## src/rtl/inbox_mailbox.sv

```systemverilog
module inbox_mailbox #(
  parameter int          DEPTH    = 8,
  parameter int          ADDR_W   = 12,
  parameter logic [31:0] SENTINEL = 32'hFFFF_FFFF,
  localparam int         CNT_W    = $clog2(DEPTH + 1)
) (
  input  logic              clk,
  input  logic              rst_n,
  input  logic [ADDR_W-1:0] bus_addr,
  input  logic              bus_rd,
  input  logic              bus_wr,
  input  logic [31:0]       bus_wdata,
  output logic [31:0]       bus_rdata,
  input  logic              resp_valid,
  input  logic [31:0]       resp_data,
  input  logic [CNT_W-1:0]  out_count,
  output logic              irq
);

  localparam logic [5:0] W_PEEK   = 6'h24;
  localparam logic [5:0] W_SENDER = 6'h25;
  localparam logic [5:0] W_STAT   = 6'h26;
  localparam logic [5:0] W_CFG    = 6'h27;
  localparam logic [5:0] W_OSTAT  = 6'h2E;
  localparam logic [CNT_W-1:0] FULL_CNT = CNT_W'(DEPTH);

  logic [31:0]      slot    [DEPTH];
  logic [31:0]      shifted [DEPTH];
  logic [CNT_W-1:0] cnt;
  logic             cfg_en;

  wire [5:0]       word     = bus_addr[7:2];
  wire             in_popw  = word[5:2] == 4'h8;
  wire             is_empty = cnt == '0;
  wire             is_full  = cnt == FULL_CNT;
  wire             pop      = bus_rd && in_popw && !is_empty;
  wire             push     = resp_valid && !is_full;
  wire [CNT_W-1:0] wpos     = pop ? cnt - 1'b1 : cnt;

  function automatic logic [31:0] status_of(input logic [CNT_W-1:0] c);
    return {c == FULL_CNT, c == '0, 30'b0};
  endfunction

  for (genvar g = 0; g < DEPTH; g++) begin : g_shift
    if (g == DEPTH - 1) begin : g_tail
      assign shifted[g] = SENTINEL;
    end else begin : g_body
      assign shifted[g] = slot[g+1];
    end
  end

  always_ff @(posedge clk) begin
    if (!rst_n) begin
      cnt    <= '0;
      cfg_en <= 1'b0;
      irq    <= 1'b0;
      for (int i = 0; i < DEPTH; i++) slot[i] <= SENTINEL;
    end else begin
      for (int i = 0; i < DEPTH; i++) begin
        if (push && wpos == CNT_W'(i)) slot[i] <= resp_data;
        else if (pop)                  slot[i] <= shifted[i];
      end
      cnt <= cnt + CNT_W'(push) - CNT_W'(pop);
      if (bus_wr && word == W_CFG) cfg_en <= bus_wdata[0];
      irq <= cfg_en && !is_empty;
    end
  end

  always_comb begin
    bus_rdata = '0;
    if (in_popw) bus_rdata = is_empty ? SENTINEL : slot[0];
    else begin
      case (word)
        W_PEEK:   bus_rdata = slot[0];
        W_SENDER: bus_rdata = '0;
        W_STAT:   bus_rdata = status_of(cnt);
        W_CFG:    bus_rdata = {27'b0, !is_empty, 3'b0, cfg_en};
        W_OSTAT:  bus_rdata = status_of(out_count);
        default:  bus_rdata = '0;
      endcase
    end
  end

  assert_count_bound_R3: assert property (@(posedge clk) disable iff (!rst_n)
    cnt <= FULL_CNT);

  assert_full_push_ignored_R3: assert property (@(posedge clk) disable iff (!rst_n)
    (is_full && resp_valid && !(bus_rd && in_popw)) |=> (is_full && $stable(slot[DEPTH-1])));

  assert_empty_pop_noop_R5: assert property (@(posedge clk) disable iff (!rst_n)
    (is_empty && bus_rd && in_popw && !resp_valid) |=> (is_empty && $stable(slot[0])));

  assert_pop_shift_R4: assert property (@(posedge clk) disable iff (!rst_n)
    (pop && !resp_valid && cnt > 1) |=> slot[0] == $past(slot[1]));

  assert_tail_sentinel_R4: assert property (@(posedge clk) disable iff (!rst_n)
    (pop && !push && is_full) |=> slot[DEPTH-1] == SENTINEL);

  assert_swap_keeps_count_R10: assert property (@(posedge clk) disable iff (!rst_n)
    (pop && push) |=> $stable(cnt));

  assert_cfg_write_only_R7: assert property (@(posedge clk) disable iff (!rst_n)
    !(bus_wr && word == W_CFG) |=> $stable(cfg_en));

  assert_irq_needs_enable_R8: assert property (@(posedge clk) disable iff (!rst_n)
    !cfg_en |=> !irq);

  assert_irq_follows_R8: assert property (@(posedge clk) disable iff (!rst_n)
    (cfg_en && !is_empty) |=> irq);

endmodule

```

## config.mk

```make
export PLATFORM = sky130hd
export DESIGN_NAME = inbox_mailbox
export DESIGN_NICKNAME = d
export VERILOG_FILES = /design/src/rtl/inbox_mailbox.sv
export SDC_FILE = /design/constraint.sdc
export NUM_CORES = 1
export LEC_CHECK = 0
export BUFFER_PORTS_ARGS = -buffer_cell sky130_fd_sc_hd__buf_2
export CAP_MARGIN = 20
export CORE_MARGIN = 8
export CORE_UTILIZATION = 55
export DETAILED_ROUTE_END_ITERATION = 8
export PLACE_DENSITY_LB_ADDON = 0.12
export SLEW_MARGIN = 15
export SYNTH_ARGS = -nofsm -noshare
export SYNTH_HDL_FRONTEND = slang
export SYNTH_SLANG_ARGS = --single-unit
export TNS_END_PERCENT = 1
```

## constraint.sdc

```tcl
create_clock -name clk -period 6.01 [get_ports clk]
set_input_delay 0.601 -clock clk [delete_from_list [all_inputs] [get_ports clk]]
set_output_delay 0.601 -clock clk [all_outputs]
set_load 0.01 [all_outputs]
```

After elaboration in Yosys (flattened, before gate mapping):

Memories as Yosys holds them, arrays and structs flattened.
Cells that the tools add are included.

* flip-flop bits (word level): 6
* bits in writable memories: 256
* input bits: 85
* output and inout bits: 33
* word-level logic and storage cells: 125
* memories kept: 1

Memories
* slot: words 8, bits a word 32, rd ports 8, clocked after memory_dff 0, wr ports 8, line 27 `logic [31:0] slot [DEPTH];`

* add/subtract/negate cells: 3
* eq/ne operators: 14
* multiplexer cells: 70
* bitwise gates (word level): 16
* reduce and logical (&&, ||, !) cells: 18

Operators by type and width (number)
* 32-bit 2-to-1 mux: 18
* 32-bit case mux with 4 select lines: 1
* 1-bit 2-to-1 mux: 50
* 6-bit == test, second input constant: 4
* 4-bit by 3-bit == test with 1-bit output, second input constant: 4
* 1-bit bitwise OR: 16
* 1-bit logical AND: 13
* 4-bit == test, second input constant: 3
* 4-bit logical NOT: 3
* 4-bit by 2-bit == test with 1-bit output, second input constant: 2
* 4-bit by 1-bit adder with 4-bit output: 1
* 4-bit by 1-bit == test with 1-bit output, second input constant: 1
* 4-bit 2-to-1 mux: 1
* 4-bit by 1-bit subtractor with 4-bit output: 1
* 4-bit by 1-bit subtractor with 4-bit output, second input constant: 1
* 1-bit logical NOT: 2

Longest topological paths before layout:

Gate-level depths: netlist of run 1.

* depth after elaboration: 11
* depth in mapped cells: 14
* mapped depth without buffers: 13

Worst setup path before layout of run 1:

No wires, ideal clock.

* path type: reg2reg
* start point: register cnt[0]
* end point: memory slot[6][0], in the netlist slot[0][192] (enable)
* setup time: 0.431 ns
* arrival: 3.879 ns
* required time: 5.579 ns
* path slack: 1.700 ns
* cell stages (with the launch flop): 9
* path buffers: 1
* period minus slack after synthesis: 4.310 ns
* cells stage by stage: dfxtp_1 clkbuf_1 inv_1 ha_1 a21boi_0 nand4_1 a21oi_1 nand3_1 o211ai_1

RTL lines
* from (decl): line 29 `logic [CNT_W-1:0] cnt;`
* from (signal assigned): line 63 `cnt <= cnt + CNT_W'(push) - CNT_W'(pop);`
* to (decl): line 27

==> results of run 1 <==
placed cells by master, fill, tap and decap left out, drive strengths merged, types with 2 or more instances in the layout:
master	synthesis	layout
edfxtp	256	256
mux2i	159	159
nor3b	128	128
buf	19	103
nor2b	64	64
o22a	63	63
nand2	44	44
clkbuf	59	41
o21a	28	28
clkinv	0	10
inv	9	9
ha	9	9
nand3	9	9
nand4	7	7
dfxtp	6	6
and2	6	6
o21ai	5	5
nor2	5	5
a21boi	3	3
o31ai	3	3
a31o	3	3
a21oi	3	3
o211ai	3	3
a221o	2	2
nor3	2	2
and3b	2	2
a211oi	2	2
nor4b	2	2
power by group through the flow:
stage,registers (W),logic [W],clock network [W]
floorplan,0.00219,0.000511,0
global placement,0.00220,0.000671,0
detailed placement,0.00220,0.000681,0
CTS,0.00217,0.000684,0.00167
global route,0.00217,0.000738,0.00173
finish,0.00217,0.000676,0.00163
registers in the layout (all words and copies together), names as in the netlist:
signal / flops
irq: 1
slot: 256
cfg_en: 1
cnt: 4
metrics by stage:
stage               cell area [um2]  setup WS [ps]  util (%)  instances
floorplan                     12800           1700         -        917
global route                  14300           1230      61.7       1313
CTS                           14300           1540      61.7       1313
global placement              13400           1650      58.0       1261
finish                        14300           1550      61.7       1313
detailed placement            13400           1570      58.0       1261
cells by family (layout without fill, tap and decap cells):
| logic type | Yosys count | in the layout | share of synthesized area (%) |
|---|---|---|---|
| buffers and inverters | 87 | 164 | 3.60 |
| muxes | 159 | 159 | 12.4 |
| adders and majority gates | 10 | 10 | 1.03 |
| DFF | 262 | 262 | 60.9 |
| and+or+nand+nor | 276 | 276 | 14.0 |
| AOI/OAI and AO/OA | 121 | 121 | 7.95 |
| xor gates and xnor gates | 2 | 2 | 0.137 |
routing by layer:
layer | vias to the layer above | part of all wire [%]
met5 | - | 0.046
met4 | 2 | 1.2
met3 | 36 | 6.5
li1 | 3626 | -
met2 | 181 | 48
met1 | 3927 | 45
worst max-delay path, stage by stage (launching register included):
cell and delay, ps:
dfxtp_1 590, inv_1 230, ha_1 310, a21boi_0 690
nand4_1 350, a2111oi_4 760, and2_2 270, nand3b_1 460
buf_4 440
path summary, 6_finish.rpt:
check               startpoint          end  cells after the start
setup / recovery        cnt[0]  slot[0][19]                      8
hold / removal    bus_wdata[0]       cfg_en                      3
setup reg to reg        cnt[0]  slot[0][19]                      8
hold reg to reg         cfg_en       cfg_en                      2
final cells by class:
cell class | instances | area [um2]
Tap cell | 319 | 399
Inverter | 9 | 33.8
Fill cell | 1847 | 8870
Sequential cell | 262 | 7810
Clock inverter | 11 | 70.1
Clock buffer | 41 | 801
Timing Repair Buffer | 103 | 588
Multi-Input combinational cell | 568 | 4620
==> flow_metrics.env, run 1 <==
export IMPL_outcome="complete, no violations"
export IMPL_syn2layout_area_growth_pct=11.7
export IMPL_design_core_area_um2=23200
export IMPL_hold_viol=0
export IMPL_yosys_area_top_type="edfxtp_1"
export IMPL_cts_sinks=262
export IMPL_vdd_ir_drop_max_mv=0.372
export IMPL_ys_ff_latch=262
export IMPL_cp_end_kind="flip-flop"
export IMPL_max_cap_violations=0
export IMPL_fin_crit_sh_pct=74.2
export IMPL_period_needed_ps=4460
export IMPL_seq_area_frac_synth_pct=60.9
export IMPL_synth_top_area_share_pct=60.0
export IMPL_p_switching_w=0.00115
export IMPL_synth_most_common_cell="edfxtp_1"
export IMPL_grt_setup_unrepaired="false"
export IMPL_drcViolationCount=0
export IMPL_total_power_w=0.00448
export IMPL_pwr_share_comb_pct=15.1
export IMPL_yosysUniqueCellTypes=48
export IMPL_cp_arrival_ps=4650
export IMPL_regToRegSetupSlack_ps=1550
export IMPL_top_usage_layer="met2"
export IMPL_p_int_w=0.00333
export IMPL_first_pass_iters=4
export IMPL_netlist_top_cells_count="256 x edfxtp_1, 159 x mux2i_1, 128 x nor3b_1"
export IMPL_cts_max_level=1
export IMPL_swShare_pct=25.7
export IMPL_power_leakage_nw=4.59
export IMPL_grtUsageTotal_pct=19.8
export IMPL_final_nets=1067
export IMPL_io_pins=118
export IMPL_clk_latency_ps=530
export IMPL_first_iter_violations=703
export IMPL_fp_dieH_um=169
export IMPL_ys_top_cells_by_area="edfxtp_1 60%, mux2i_1 12%, nor3b_1 7.5%, o22a_1 4.3%, nor2b_1 3.1%"
export IMPL_rows=56
export IMPL_antenna_found_initial=1
export IMPL_synth_fp_nets=1012
export IMPL_clockBufferDepth=3
export IMPL_portBuffers=80
export IMPL_synth_cells=917
export IMPL_yosys_warnings=0
export IMPL_tritoncts="yes"
export IMPL_synthesis_area_um2=12800
export IMPL_routed_via_density=5.92
export IMPL_critPathKind="flip-flop to flip-flop"
export IMPL_ctsResizeCount=0
export IMPL_crit_path_start_kind="flip-flop"
export IMPL_synth_area_per_cell_um2=14.0
export IMPL_worst_clock_skew_ps=11.3
export IMPL_p_clk_share_pct=36.5
export IMPL_worstPathRequired_ps=6200
export IMPL_grt_pass1_vias=7908
export IMPL_gp_congestion=0.788
export IMPL_holdWs_ps=351
export IMPL_drive_gt1_share_pct=15.9
export IMPL_wl_mm=28.3
export IMPL_p_seq_share_pct=48.4
export IMPL_met3_usage_pct=4.08
export IMPL_synth_edff_count=256
export IMPL_grt_max_degree=111
export IMPL_cts_buffers=28
export IMPL_post_cts_setup_buffers=0
export IMPL_fin_setup_tns_ps=0
export IMPL_max_slew_margin_pct=25.5
export IMPL_wl_per_cell_um=21.6
export IMPL_ys_flop_type="edfxtp_1"
export IMPL_cp_max_fo=22
export IMPL_start_util_pct=55.3
export IMPL_grt_ovfl_total=0
export IMPL_p_per_area_nw_per_um2=313
export IMPL_worst_pin_slew_ps=1120
export IMPL_clk_pin_slew_ps=60
export IMPL_async_flop_share_pct=0
export IMPL_grt_util_met2_pct=33.0
export IMPL_final_antenna_net_count=0
export IMPL_max_clock_freq_ghz=0.224
export IMPL_vias=7772
export IMPL_die_w_um=169
export IMPL_die_area_um2=28500
export IMPL_ctsRootBufferMaster="clkbuf_16"
export IMPL_antenna_cells=0
export IMPL_min_path_type="input port to flip-flop"
export IMPL_cts_hold_buffers_added=0
export IMPL_grt_first_pass_wirelength_mm=44.9
export IMPL_drv_slew=0
export IMPL_hpwl_mm=16.0
export IMPL_grtUsageMet1_pct=26.6
export IMPL_finalSetupViolations=0
Power figures use the tool's default switching activity.
==> inputs of run 2 (changes only) <==
Settings changed: CORE_UTILIZATION 55 to 54.
Clock period 6.01 ns to 4 ns, I/O delays scaled along.
==> run 2 against run 1 <==
Compared with the run above:
- register-to-register slack got worse by 940 ps
- clock power rose by 56%
- worst setup slack got worse by 940 ps
- non-clock buffer count rose by 10
- critical path type unchanged
- highest routed layer is now met4
- largest cell class unchanged
==> flow_metrics.env, run 2 (synthesis gave the netlist of run 1 again) <==
export IMPL_worstPathRequired_ps=4260
export IMPL_ctsResizeCount=0
export IMPL_final_antenna_net_count=0
export IMPL_final_nets=1077
export IMPL_fp_dieH_um=170
export IMPL_grtUsageTotal_pct=19.9
export IMPL_min_path_type="input port to flip-flop"
export IMPL_die_w_um=170
export IMPL_critPathKind="flip-flop to flip-flop"
export IMPL_worst_pin_slew_ps=914
export IMPL_grt_pass1_vias=8054
export IMPL_crit_buf_inv=3
export IMPL_portBuffers=80
export IMPL_clockBufferDepth=3
export IMPL_cp_arrival_ps=3650
export IMPL_first_iter_violations=597
export IMPL_grt_first_pass_wirelength_mm=45.6
export IMPL_path_cells="inv_1 -> ha_1 -> a21boi_2 -> nand4_1 -> a2111oi_4 -> buf_4 -> nand2_2 -> buf_4 -> mux2i_1"
export IMPL_cp_max_fo=26
export IMPL_top_regs="slot x256, cnt x4"
export IMPL_wl_mm=28.8
export IMPL_io_pins=118
export IMPL_hpwl_mm=17.1
export IMPL_slowest_stage="a2111oi_4"
export IMPL_cpMostUsedCell="buf_4"
export IMPL_final_cell_area_um2=14500
export IMPL_max_slew_margin_pct=39.1
export IMPL_cts_max_level=1
export IMPL_drive_gt1_share_pct=17.6
export IMPL_design_core_area_um2=23400
export IMPL_tritoncts="yes"
export IMPL_p_per_area_nw_per_um2=473
export IMPL_max_clock_freq_ghz=0.295
export IMPL_power_leakage_nw=4.70
export IMPL_cts_sinks=262
export IMPL_clk_latency_ps=540
export IMPL_antenna_found_initial=0
export IMPL_first_pass_iters=4
export IMPL_fin_util_pct=62.0
export IMPL_worst_clock_skew_ps=20.4
export IMPL_finalSetupViolations=0
export IMPL_drv_slew=0
export IMPL_clk_pin_slew_ps=60
export IMPL_largest_reg_flops=256
export IMPL_wl_per_cell_um=21.8
export IMPL_max_cap_violations=0
export IMPL_top_register="slot"
export IMPL_place_area_um2=13600
export IMPL_die_area_um2=28900
export IMPL_fin_setup_tns_ps=0
export IMPL_gp_congestion=0.804
export IMPL_crit_path_start_kind="flip-flop"
export IMPL_layout_commonest_cell="edfxtp_1"
export IMPL_grt_max_degree=140
export IMPL_fillers=1879
export IMPL_antenna_cells=0
export IMPL_drcViolationCount=0
export IMPL_fin_crit_sh_pct=84.7
export IMPL_cts_buffers=28
export IMPL_routed_via_density=5.90
export IMPL_crit_family="compound AO/OA/AOI/OAI gates"
export IMPL_holdWs_ps=127
export IMPL_start_util_pct=54.8
export IMPL_hold_viol=0
export IMPL_ctsRootBufferMaster="clkbuf_16"
export IMPL_cp_end_kind="flip-flop"
export IMPL_syn2layout_area_growth_pct=13.2
export IMPL_cts_hold_buffers_added=0
export IMPL_final_cell_mix="256 x edfxtp_1, 159 x mux2i_1, 128 x nor3b_1"
export IMPL_outcome="complete, no violations"
export IMPL_rows=56
export IMPL_vias=7796
export IMPL_grt_setup_unrepaired="false"
export IMPL_post_cts_setup_buffers=0
export IMPL_vdd_ir_drop_max_mv=0.368
export IMPL_period_needed_ps=3390
export IMPL_grt_ovfl_total=0
export IMPL_critical_path_max_stage_delay_ps=540
## run 2: final timing paths
path,startpoint,end,slack (ps),depth (start not counted)
max,cnt[1],slot[0][54],610,9
min,bus_wdata[0],cfg_en,130,3
max reg2reg,cnt[1],slot[0][54],610,9
min reg2reg,cfg_en,cfg_en,490,2
## run 2: metrics by stage
step           power [W]  instances  setup WS [ps]
3_5_place_dp     0.00440       1271            627
4_1_cts          0.00692       1322            603
6_report         0.00687       1322            610
2_1_floorplan    0.00407        917           65.7
5_1_grt          0.00710       1322            355
3_3_place_gp     0.00438       1271            673
## run 2: worst reg2reg max path, cell delays in order (launching register included)
cell,delay [ps]
dfxtp_1,410
inv_1,190
ha_1,290
a21boi_2,330
nand4_1,310
a2111oi_4,540
buf_4,220
nand2_2,200
buf_4,400
mux2i_1,210
## run 2: where the power goes
part,internal [W],switching [W],leakage [nW]
Clock,0.00149,0.00105,0.447
Sequential,0.00320,0.0000413,1.96
Combinational,0.000398,0.000696,2.29
## run 2: final cells by class
class / instances / area, um2 / share of cell area, %
Tap cell: 319 / 399 / 2.75
Timing Repair Buffer: 113 / 738 / 5.08
Sequential cell: 262 / 7810 / 53.8
Multi-Input combinational cell: 568 / 4630 / 31.9
Inverter: 9 / 33.8 / 0.233
Clock inverter: 13 / 85.1 / 0.586
Clock buffer: 38 / 820 / 5.65
## run 2: layer usage
| metal | routed length [um] | up-vias | GRT usage [%] |
|---|---|---|---|
| met5 | 0 | - | 0 |
| met4 | 431 | 0 | 4.39 |
| met3 | 1470 | 34 | 2.85 |
| met2 | 14100 | 174 | 34.5 |
| met1 | 12800 | 3947 | 26.3 |
| li1 | - | 3641 | - |
==> inputs of run 3 (changes only) <==
Clock period 4 ns to 3.1 ns, I/O delays scaled along.
==> run 3 against run 2 <==
Compared with the run above:
- critical path depth stayed put
- flip-flop and latch count is the same
- total power grew 31%
- via count grew 2.8%
- utilization grew 0.46 points
- hold slack worse by 79 ps
==> flow_metrics.env, run 3 (synthesis gave the netlist of run 1 again) <==
export IMPL_final_cell_mix="256 x edfxtp_1, 159 x mux2i_1, 128 x nor3b_1"
export IMPL_grt_setup_unrepaired="false"
export IMPL_fin_crit_sh_pct=92.3
export IMPL_hold_viol=0
export IMPL_design_core_area_um2=23400
export IMPL_top_register="slot"
export IMPL_wl_per_cell_um=21.8
export IMPL_gp_congestion=0.763
export IMPL_first_pass_iters=5
export IMPL_start_util_pct=54.8
export IMPL_final_nets=1088
export IMPL_dp_cells=1281
export IMPL_clk_latency_ps=540
export IMPL_slowest_stage="a31o_2"
export IMPL_outcome="complete, no violations"
export IMPL_critical_path_max_stage_delay_ps=770
export IMPL_wl_mm=29.1
export IMPL_drcViolationCount=0
export IMPL_portBuffers=80
export IMPL_final_cells=1334
export IMPL_total_power_w=0.00903
export IMPL_p_per_area_nw_per_um2=617
export IMPL_cts_hold_buffers_added=0
export IMPL_max_cap_violations=0
export IMPL_cts_max_level=1
export IMPL_top_regs="slot x256, cnt x4"
export IMPL_fp_dieH_um=170
export IMPL_min_path_type="input port to flip-flop"
export IMPL_period_needed_ps=2860
export IMPL_hp_start="bus_wdata[0]"
export IMPL_hpwl_mm=18.3
export IMPL_post_cts_setup_buffers=0
export IMPL_regToRegSetupSlack_ps=240
export IMPL_crit_family="compound AO/OA/AOI/OAI gates"
export IMPL_clockBufferDepth=3
export IMPL_grt_first_pass_wirelength_mm=45.5
export IMPL_ctsRootBufferMaster="clkbuf_16"
export IMPL_cp_arrival_ps=3250
export IMPL_vdd_ir_drop_max_mv=0.454
export IMPL_routed_via_density=6.01
export IMPL_clk_pin_slew_ps=60
export IMPL_largest_reg_flops=256
export IMPL_path_cells="inv_2 -> ha_4 -> a21boi_4 -> nand2_4 -> inv_1 -> o31ai_1 -> buf_4 -> a31o_2 -> o22a_1"
export IMPL_worst_pin_slew_ps=962
export IMPL_critPathKind="flip-flop to flip-flop"
export IMPL_tritoncts="yes"
export IMPL_rr_startpoint="cnt[1]"
export IMPL_antenna_found_initial=0
export IMPL_fillers=1824
export IMPL_worst_clock_skew_ps=21.7
export IMPL_layout_commonest_cell="edfxtp_1"
export IMPL_vias=8011
export IMPL_grt_max_degree=123
export IMPL_crit_buf_inv=3
export IMPL_die_w_um=170
export IMPL_cp_max_fo=31
export IMPL_rows=56
export IMPL_crit_path_start_kind="flip-flop"
export IMPL_drive_gt1_share_pct=19.1
export IMPL_final_antenna_net_count=0
export IMPL_grt_ovfl_total=0
export IMPL_cp_end_kind="flip-flop"
export IMPL_cts_buffers=28
export IMPL_cp_startpoint="cnt[1]"
export IMPL_syn2layout_area_growth_pct=14.1
export IMPL_grt_pass1_vias=8152
export IMPL_drv_slew=0
export IMPL_die_area_um2=28900
export IMPL_finalSetupViolations=0
export IMPL_first_iter_violations=583
export IMPL_max_slew_margin_pct=35.9
export IMPL_antenna_cells=0
export IMPL_ctsResizeCount=0
export IMPL_grtUsageTotal_pct=19.9
export IMPL_fin_util_pct=62.5
export IMPL_cts_sinks=262
export IMPL_max_clock_freq_ghz=0.349
export IMPL_power_leakage_nw=4.74
export IMPL_io_pins=118
export IMPL_worstPathRequired_ps=3490
[run 3: through the flow]
stage               worst slack, ps  hold WS [ps]  TNS, ps  cell area [um2]
floorplan                      -435           452   -50960            12900
global placement                214           472        0            13700
detailed placement              162           480        0            13700
CTS                             131          32.3        0            14600
global route                   9.50          70.3        0            14600
finish                          238          48.0        0            14600
[run 3: final cells by class]
cell class,count,area (um2),share of cell area [%]
sequential,262,7810,53.4
multi-input combinational,568,4660,31.9
timing repair buffer,124,783,5.36
clock buffer,33,741,5.06
tap,319,399,2.73
clock inverter,19,193,1.32
inverter,9,38.8,0.265
[run 3: worst register-to-register path: cells and delay by family, from the launching register on]
family / cells / cell delay, ps
AND/OR/NAND/NOR: 1 / 210
adder cells (fa/ha/maj): 1 / 200
AO/OA/AOI/OAI: 4 / 1390
buffers and inverters: 3 / 560
flip-flops: 1 / 360
[run 3: routing by layer]
| layer | wire, um | vias up | GRT usage (%) | share of wire (%) |
|---|---|---|---|---|
| met5 | 0 | - | 0 | 0 |
| met4 | 569 | 0 | 5.19 | 2.0 |
| met3 | 1920 | 50 | 3.48 | 6.6 |
| met2 | 14100 | 231 | 33.8 | 48 |
| met1 | 12500 | 4064 | 25.9 | 43 |
| li1 | - | 3666 | - | - |
[run 3: worst paths after layout]
kind / to / depth (start not counted)
worst max-delay path: slot[0][152] / 9
worst min-delay path: cfg_en / 3
worst max register to register: slot[0][152] / 9
worst min register to register: cfg_en / 2
[run 3: report_power, final]
group          switching [W]  internal (W)
Combinational       0.000915      0.000551
Clock                0.00134       0.00203
Sequential         0.0000638       0.00413
Total                0.00232       0.00671
